## config.mk

```make
export PLATFORM = sky130hd
export DESIGN_NAME = irq_route_regs
export DESIGN_NICKNAME = d
export VERILOG_FILES = /design/src/rtl/irq_route_pkg.sv /design/src/rtl/irq_route_entry.sv /design/src/rtl/irq_route_decode.sv /design/src/rtl/irq_route_rsp.sv /design/src/rtl/irq_route_regs.sv
export SDC_FILE = /design/constraint.sdc
export NUM_CORES = 2
export LEC_CHECK = 0
export ABC_AREA = 1
export BUFFER_PORTS_ARGS = -buffer_cell sky130_fd_sc_hd__buf_4
export CAP_MARGIN = 20
export CELL_PAD_IN_SITES_DETAIL_PLACEMENT = 1
export CELL_PAD_IN_SITES_GLOBAL_PLACEMENT = 1
export CORE_AREA = 5 5 656 658
export DETAILED_ROUTE_END_ITERATION = 6
export DIE_AREA = 0 0 661 663
export PLACE_DENSITY_LB_ADDON = 0.05
export REMOVE_ABC_BUFFERS = 1
export SLEW_MARGIN = 20
export SYNTH_ARGS = -nofsm -noshare
export SYNTH_HDL_FRONTEND = slang
export SYNTH_HIERARCHICAL = 1
export SYNTH_SLANG_ARGS = --single-unit
```

## constraint.sdc

```tcl
create_clock -name clk -period 3.6 [get_ports clk]
set_input_delay 0.72 -clock clk [delete_from_list [all_inputs] [get_ports clk]]
set_output_delay 0.72 -clock clk [all_outputs]
set_load 0.005 [all_outputs]
```

## src/rtl/irq_route_pkg.sv

```systemverilog
package irq_route_pkg;
  localparam logic [7:0] OFF_SEL = 8'h00;
  localparam logic [7:0] OFF_WIN = 8'h10;
  localparam logic [7:0] SEL_ID  = 8'h00;
  localparam logic [7:0] SEL_VER = 8'h01;
  localparam logic [7:0] SEL_ARB = 8'h02;
  localparam logic [7:0] SEL_TBL = 8'h10;
  localparam int BIT_RIRR = 14;
  localparam int BIT_MASK = 16;
  localparam logic [31:0] ENT_RST_LO = 32'h0001_0000;

  typedef enum logic [2:0] {
    RD_ZERO, RD_SEL, RD_ID, RD_VER, RD_LO, RD_HI
  } rd_src_e;
endpackage

```

## src/rtl/irq_route_entry.sv

```systemverilog
module irq_route_entry
  import irq_route_pkg::*;
(
  input  logic        clk,
  input  logic        rst_n,
  input  logic        wr_lo,
  input  logic        wr_hi,
  input  logic [31:0] wdata,
  input  logic        rirr_set,
  output logic [63:0] ent,
  output logic        mask_flip
);
  localparam logic [31:0] LO_KEEP = ~(32'h1 << BIT_RIRR);

  always_ff @(posedge clk) begin
    if (!rst_n) begin
      ent <= {32'h0, ENT_RST_LO};
    end else begin
      if (wr_hi) ent[63:32] <= wdata;
      if (wr_lo) ent[31:0] <= wdata & LO_KEEP;
      else if (rirr_set) ent[BIT_RIRR] <= 1'b1;
    end
  end

  assign mask_flip = wr_lo && (wdata[BIT_MASK] != ent[BIT_MASK]);
endmodule

```

## src/rtl/irq_route_decode.sv

```systemverilog
module irq_route_decode
  import irq_route_pkg::*;
#(
  parameter int NPINS = 24,
  parameter logic [7:0] VER_ID = 8'h11
) (
  input  logic [7:0]          off,
  input  logic [7:0]          sel,
  input  logic                wr,
  input  logic [3:0]          id,
  input  logic [NPINS*64-1:0] tbl,
  output logic                sel_wr,
  output logic                id_wr,
  output logic [NPINS-1:0]    lo_wr,
  output logic [NPINS-1:0]    hi_wr,
  output logic [31:0]         rd_word
);
  localparam logic [7:0] NPM1 = 8'(NPINS - 1);
  localparam logic [31:0] VER_WORD = {8'h00, NPM1, 8'h00, VER_ID};

  logic       win, in_tbl, idx_ok;
  logic [7:0] rel;
  logic [6:0] idx;
  logic [63:0] picked;
  rd_src_e    src;

  assign win    = (off == OFF_WIN);
  assign rel    = sel - SEL_TBL;
  assign idx    = rel[7:1];
  assign in_tbl = (sel >= SEL_TBL);

  always_comb begin
    idx_ok = 1'b0;
    picked = '0;
    for (int i = 0; i < NPINS; i++) begin
      if (idx == 7'(i)) begin
        idx_ok = 1'b1;
        picked = tbl[i*64 +: 64];
      end
    end
  end

  assign sel_wr = wr && (off == OFF_SEL);
  assign id_wr  = wr && win && (sel == SEL_ID);

  for (genvar g = 0; g < NPINS; g++) begin : g_wr
    assign lo_wr[g] = wr && win && in_tbl && (idx == 7'(g)) && !sel[0];
    assign hi_wr[g] = wr && win && in_tbl && (idx == 7'(g)) &&  sel[0];
  end

  always_comb begin
    src = RD_ZERO;
    if (off == OFF_SEL) src = RD_SEL;
    else if (win) begin
      if (sel == SEL_ID || sel == SEL_ARB) src = RD_ID;
      else if (sel == SEL_VER) src = RD_VER;
      else if (in_tbl && idx_ok) src = sel[0] ? RD_HI : RD_LO;
    end
  end

  always_comb begin
    unique case (src)
      RD_SEL:  rd_word = {24'h0, sel};
      RD_ID:   rd_word = {4'h0, id, 24'h0};
      RD_VER:  rd_word = VER_WORD;
      RD_LO:   rd_word = picked[31:0];
      RD_HI:   rd_word = picked[63:32];
      default: rd_word = '0;
    endcase
  end
endmodule

```

## src/rtl/irq_route_rsp.sv

```systemverilog
module irq_route_rsp (
  input  logic        clk,
  input  logic        rst_n,
  input  logic        load,
  input  logic [31:0] ld_data,
  input  logic        rsp_ready,
  output logic        rsp_valid,
  output logic [31:0] rsp_rdata
);
  always_ff @(posedge clk) begin
    if (!rst_n) begin
      rsp_valid <= 1'b0;
      rsp_rdata <= '0;
    end else if (load) begin
      rsp_valid <= 1'b1;
      rsp_rdata <= ld_data;
    end else if (rsp_ready) begin
      rsp_valid <= 1'b0;
    end
  end
endmodule

```

## src/rtl/irq_route_regs.sv

```systemverilog
module irq_route_regs
  import irq_route_pkg::*;
#(
  parameter int NPINS = 24,
  parameter int ADDR_W = 32,
  parameter logic [7:0] VER_ID = 8'h11,
  localparam int IDXW = $clog2(NPINS)
) (
  input  logic                clk,
  input  logic                rst_n,
  input  logic                req_valid,
  output logic                req_ready,
  input  logic [ADDR_W-1:0]   req_addr,
  input  logic                req_we,
  input  logic [31:0]         req_wdata,
  output logic                rsp_valid,
  input  logic                rsp_ready,
  output logic [31:0]         rsp_rdata,
  input  logic [NPINS-1:0]    rirr_set,
  output logic [NPINS*64-1:0] tbl_flat,
  output logic [3:0]          apic_id,
  output logic                mask_evt_valid,
  output logic [IDXW-1:0]     mask_evt_pin,
  output logic                mask_evt_masked
);
  logic             take, wr, sel_wr, id_wr;
  logic [7:0]       sel_q;
  logic [3:0]       id_q;
  logic [NPINS-1:0] lo_wr, hi_wr, flip;
  logic [31:0]      rd_word;
  logic [IDXW-1:0]  flip_pin;

  assign req_ready = !rsp_valid || rsp_ready;
  assign take      = req_valid && req_ready;
  assign wr        = take && req_we;

  irq_route_decode #(.NPINS(NPINS), .VER_ID(VER_ID)) u_dec (
    .off(req_addr[7:0]), .sel(sel_q), .wr(wr), .id(id_q), .tbl(tbl_flat),
    .sel_wr(sel_wr), .id_wr(id_wr), .lo_wr(lo_wr), .hi_wr(hi_wr),
    .rd_word(rd_word)
  );

  for (genvar g = 0; g < NPINS; g++) begin : g_ent
    irq_route_entry u_ent (
      .clk(clk), .rst_n(rst_n), .wr_lo(lo_wr[g]), .wr_hi(hi_wr[g]),
      .wdata(req_wdata), .rirr_set(rirr_set[g]),
      .ent(tbl_flat[g*64 +: 64]), .mask_flip(flip[g])
    );
  end

  always_ff @(posedge clk) begin
    if (!rst_n) begin
      sel_q <= '0;
      id_q  <= '0;
    end else begin
      if (sel_wr) sel_q <= req_wdata[7:0];
      if (id_wr)  id_q  <= req_wdata[27:24];
    end
  end
  assign apic_id = id_q;

  always_comb begin
    flip_pin = '0;
    for (int i = 0; i < NPINS; i++)
      if (flip[i]) flip_pin = IDXW'(i);
  end

  always_ff @(posedge clk) begin
    if (!rst_n) begin
      mask_evt_valid  <= 1'b0;
      mask_evt_pin    <= '0;
      mask_evt_masked <= 1'b0;
    end else begin
      mask_evt_valid <= |flip;
      if (|flip) begin
        mask_evt_pin    <= flip_pin;
        mask_evt_masked <= req_wdata[BIT_MASK];
      end
    end
  end

  irq_route_rsp u_rsp (
    .clk(clk), .rst_n(rst_n), .load(take && !req_we), .ld_data(rd_word),
    .rsp_ready(rsp_ready), .rsp_valid(rsp_valid), .rsp_rdata(rsp_rdata)
  );
endmodule

```

==> results_tabular.tex <==
\begin{tabular}{lr}
\hline
Metric & Value \\
\hline
\multicolumn{2}{l}{\textbf{Job}} \\
Max-Cap Viols & 0 \\
\multicolumn{2}{l}{\textbf{Placed design}} \\
Cell Count Post-Placement & 20,300 \\
Placer Congestion & 0.867 \\
Post-Place Worst Slack & -0.621 ns \\
Count of port buffers added during placement & 1,649 \\
Detail Placement HPWL & 458 mm \\
\multicolumn{2}{l}{\textbf{Timing}} \\
Final hold slack & 0.219 ns \\
Max Transition Viols Final & 0 \\
Post-route clock period utilization & 106\% \\
Setup-violating endpoint count in the final report & 22 \\
Setup WS post-layout & -0.222 ns \\
Highest clock rate & 262 MHz \\
Final number of hold-violating endpoints & 0 \\
Slew of the pin with the lowest slew margin & 0.933 ns \\
Rel. slew slack & 37.8\% \\
Min Tclk post-route & 3.82 ns \\
Unrepaired setup endpoints after global routing & true \\
Skew final & 0.0465 ns \\
\multicolumn{2}{l}{\textbf{Yosys}} \\
Post-synth EDFFs & 0 \\
Share of flip-flops with an asynchronous set or reset after synthesis & 0\% \\
Post-synthesis sequential area ratio & 40.1\% \\
Synthesis-stage register bit count & 1,588 \\
Warnings from Yosys & 6 \\
Count of cell types in the netlist & 37 \\
Area of the mapped netlist & 79,400 um2 \\
Count of mapped cells out of synthesis & 12,900 \\
Flip-flop cell with the highest count after synthesis & sky130\_fd\_sc\_hd\_\_dfxtp\_1 \\
Avg Inst Size Synth & 6.14 um2 \\
\multicolumn{2}{l}{\textbf{GRT}} \\
First-pass GRT wire length & 786 mm \\
Total overflow reported by the global router & 0 \\
Maximum number of pins on one net before global-route repair & 134 \\
Vias in the first global route & 90,100 \\
GRT Resource Usage Total & 25.7\% \\
Number of antenna violations at the first check in global routing & 32 \\
\multicolumn{2}{l}{\textbf{CTS}} \\
Cell at the root of the clock tree & sky130\_fd\_sc\_hd\_\_clkbuf\_16 \\
Clock-pin slew on the worst setup and hold paths & 0.06 ns \\
Number of levels the H-tree was split into & 4 \\
Skew-Pair Late Insertion Delay & 0.94 ns \\
Clock buffer count from CTS & 224 \\
Clock tree from TritonCTS & yes \\
Clock Tree Buf Depth & 4 \\
Number of clock sinks & 1,588 \\
\multicolumn{2}{l}{\textbf{Final layout}} \\
Post-layout net count & 15,000 \\
Fraction of layout cells with a size suffix above 1 & 22.1\% \\
Area Growth Syn to Fin & 39.9\% \\
Area taken by multi-input logic gates & 38,700 um2 \\
Final cell count without fillers & 20,800 \\
Fillers & 52,700 \\
Area used by sequential logic in the layout & 31,800 um2 \\
\multicolumn{2}{l}{\textbf{Die}} \\
Die extent in y & 663 um \\
Number of standard-cell rows in the floorplan & 239 \\
Number of top-level design ports & 1,674 \\
Std-Cell Core Area & 423,000 um2 \\
Die Footprint & 438,000 um2 \\
Starting density of the core & 18.8\% \\
Die outline width & 661 um \\
\multicolumn{2}{l}{\textbf{Setup path}} \\
Arrival time at the worst endpoint & 4.67 ns \\
Most common cell type on the critical path & sky130\_fd\_sc\_hd\_\_buf\_4 \\
Delay-heaviest family, CP & buffers and inverters \\
Library cell contributing the largest single delay on the critical path & sky130\_fd\_sc\_hd\_\_buf\_4 \\
CP Class & reg -> reg \\
Critical path required time & 4.45 ns \\
Buffers \& Inverters on Critical Path & 8 \\
Maximum fanout along the worst path & 39 \\
Maximum cell stage delay along the critical path & 0.72 ns \\
Crit path capture type & register \\
Crit path cell chain & buf\_4 -> nor2\_4 -> nand3\_4 -> buf\_4 -> nand2\_4 -> buf\_12 -> buf\_4 -> nand2\_2 -> buf\_12 -> nor2\_4 -> buf\_4 -> buf\_4 -> nand2\_1 -> nand4\_1 -> nor2\_1 -> buf\_4 -> nand3\_4 -> nand2\_2 -> nand2\_1 -> nand2\_1 -> nand2\_1 -> nor2\_1 -> nor2\_1 \\
Critical path launch point type & register \\
\multicolumn{2}{l}{\textbf{Run status}} \\
Result of the run & finished, violations left \\
Violations in the final reports & setup timing \\
\multicolumn{2}{l}{\textbf{Routing}} \\
Iter 0 DRT Violations & 5,447 \\
Number of vias per cell after detailed routing & 4.28 \\
Residual DRC & 0 \\
Routed wire length & 589 mm \\
Vias after detailed routing & 88,900 \\
DRT antenna net count & 0 \\
Router iterations before antenna repair & 5 \\
Average routed wire per standard cell & 28.4 um \\
\multicolumn{2}{l}{\textbf{Power and ir drop}} \\
Leak Pwr & 52.5 nW \\
Power density over cell area & 381 nW/um2 \\
Worst IR Drop VDD & 0.393 mV \\
\multicolumn{2}{l}{\textbf{Worst hold path}} \\
Hold Crit Class & in -> reg \\
\hline
\end{tabular}
-- worst register-to-register path, cell delays in order, from the launching register on --
cell and delay, ns:
sky130_fd_sc_hd__dfxtp_2 0.33, sky130_fd_sc_hd__buf_4 0.14, sky130_fd_sc_hd__nor2_4 0.12, sky130_fd_sc_hd__nand3_4 0.08, sky130_fd_sc_hd__buf_4 0.14, sky130_fd_sc_hd__nand2_4 0.10
sky130_fd_sc_hd__buf_12 0.15, sky130_fd_sc_hd__buf_4 0.12, sky130_fd_sc_hd__nand2_2 0.05, sky130_fd_sc_hd__buf_12 0.14, sky130_fd_sc_hd__nor2_4 0.14, sky130_fd_sc_hd__buf_4 0.31
sky130_fd_sc_hd__buf_4 0.72, sky130_fd_sc_hd__nand2_1 0.25, sky130_fd_sc_hd__nand4_1 0.27, sky130_fd_sc_hd__nor2_1 0.08, sky130_fd_sc_hd__buf_4 0.17, sky130_fd_sc_hd__nand3_4 0.07
sky130_fd_sc_hd__nand2_2 0.06, sky130_fd_sc_hd__nand2_1 0.05, sky130_fd_sc_hd__nand2_1 0.04, sky130_fd_sc_hd__nand2_1 0.06, sky130_fd_sc_hd__nor2_1 0.04, sky130_fd_sc_hd__nor2_1 0.13
-- flip-flops by register name (all words and copies together) (netlist names) --
name / count
g_ent.u_ent/ent: 1536
u_rsp/rsp_rdata: 32
sel_q: 8
mask_evt_pin: 5
apic_id: 4
mask_evt_masked: 1
mask_evt_valid: 1
u_rsp/rsp_valid: 1
-- cells in the mapped netlist (2+ instances only) --
cell type / count / share of area [%]
sky130_fd_sc_hd__nand3_1: 264 / 1.7
sky130_fd_sc_hd__o21ai_1: 3 / 0.019
sky130_fd_sc_hd__a21oi_1: 29 / 0.18
sky130_fd_sc_hd__nand2_4: 2 / 0.028
sky130_fd_sc_hd__buf_4: 168 / 1.6
sky130_fd_sc_hd__or2_1: 21 / 0.17
sky130_fd_sc_hd__nor2_2: 7 / 0.055
sky130_fd_sc_hd__ha_1: 2 / 0.032
sky130_fd_sc_hd__o21bai_1: 6 / 0.057
sky130_fd_sc_hd__or2_2: 97 / 0.76
sky130_fd_sc_hd__o22ai_1: 12 / 0.095
sky130_fd_sc_hd__nor2_1: 3719 / 18
sky130_fd_sc_hd__buf_2: 51 / 0.32
sky130_fd_sc_hd__buf_1: 8 / 0.038
sky130_fd_sc_hd__o21ai_0: 60 / 0.38
sky130_fd_sc_hd__nor2_4: 4 / 0.057
sky130_fd_sc_hd__nand2_1: 4723 / 22
sky130_fd_sc_hd__buf_6: 339 / 4.8
sky130_fd_sc_hd__clkbuf_1: 151 / 0.71
sky130_fd_sc_hd__clkbuf_2: 3 / 0.019
sky130_fd_sc_hd__a31oi_1: 2 / 0.016
sky130_fd_sc_hd__nand4_1: 243 / 1.9
sky130_fd_sc_hd__a21oi_2: 3 / 0.033
sky130_fd_sc_hd__inv_2: 27 / 0.13
sky130_fd_sc_hd__dfxtp_1: 1588 / 40
sky130_fd_sc_hd__or2_0: 47 / 0.37
sky130_fd_sc_hd__clkbuf_4: 3 / 0.028
sky130_fd_sc_hd__nor3_1: 56 / 0.35
sky130_fd_sc_hd__nor4_1: 5 / 0.039
sky130_fd_sc_hd__inv_1: 1269 / 6.0
sky130_fd_sc_hd__nand3b_1: 9 / 0.085
-- power breakdown --
group	leakage, nW	internal (mW)	total [mW]	switching [mW]
Sequential	12.8	17.6	17.7	0.0479
Combinational	36.1	0.496	1.78	1.28
Clock	3.58	13.4	22.9	9.46
-- layer usage --
layer  track usage (%)  vias to the layer above  wire length [um]
met5                 0                        -                12
met4              11.5                        2             31900
met3              5.05                      630             31200
met2              44.3                     1978            282000
met1              30.6                    44000            244000
li1                  -                    42300                 -
-- per-stage QoR --
step                      util, %  total power, mW  setup TNS [ns]  cell area, um2
after floorplan                 -             18.7        -4954.32           73400
after global placement       23.9             19.8          -27.61          101000
after detailed placement     23.9             19.8          -27.10          101000
after CTS                    25.9             43.2           -3.86          110000
after global routing         26.2             43.9           -8.37          111000
final                        26.2             42.3           -1.98          111000
-- cell usage in the layout, fill, tap and decap left out, types with 49 or more instances in the layout --
cell / count
sky130_fd_sc_hd__clkbuf_8: 68
sky130_fd_sc_hd__buf_4: 2204
sky130_fd_sc_hd__dfxtp_1: 1583
sky130_fd_sc_hd__or2_2: 96
sky130_fd_sc_hd__nor2_4: 49
sky130_fd_sc_hd__nand3_1: 204
sky130_fd_sc_hd__clkbuf_1: 68
sky130_fd_sc_hd__inv_1: 1254
sky130_fd_sc_hd__nand2_1: 4581
sky130_fd_sc_hd__clkbuf_16: 231
sky130_fd_sc_hd__nor2_2: 81
sky130_fd_sc_hd__buf_12: 181
sky130_fd_sc_hd__nor2_1: 3604
sky130_fd_sc_hd__nand4_1: 243
sky130_fd_sc_hd__nand2_2: 115
sky130_fd_sc_hd__buf_6: 51
sky130_fd_sc_hd__o21ai_0: 55
-- cell type report --
type                       instances  share of cell area [%]
tap                             5663                    6.38
clock inverter                    32                   0.337
antenna                           12                  0.0270
multi-input combinational       9323                    34.9
inverter                        1297                    4.42
sequential                      1588                    28.6
clock buffer                     364                    6.22
timing repair buffer            2474                    19.1
-- cells by family (layout without fill, tap and decap cells) --
logic type | Yosys count | count (layout) | synth area share, %
fa+ha+maj | 2 | 2 | 0.0315
other cells | 0 | 12 | 0
simple gates | 9199 | 9203 | 45.4
flops | 1588 | 1588 | 40.1
buf+inv | 2020 | 4167 | 13.7
compound gates | 118 | 118 | 0.810
-- path summary, 6_finish.rpt --
path | start | slack, ns | depth (start not counted) | endpoint
max | sel_q[5] | -0.22 | 23 | u_rsp/rsp_rdata[13]
min | rst_n | 0.22 | 3 | g_ent[19].u_ent/ent[4]
max reg2reg | sel_q[5] | -0.22 | 23 | u_rsp/rsp_rdata[13]
min reg2reg | g_ent[8].u_ent/ent[34] | 0.49 | 2 | g_ent[8].u_ent/ent[34]
-- repair_timing --
item | CTS | global route
hold buffers | 25 | 0
endpoints found under the hold margin | 25 | 0
pin swaps | 135 | 296
cloned | 7 | 2
setup endpoints to repair | 95 | 52
setup buffers | 33 | 34
resized for setup | 237 | 283
Note: power is estimated with default switching activity, not from simulation.
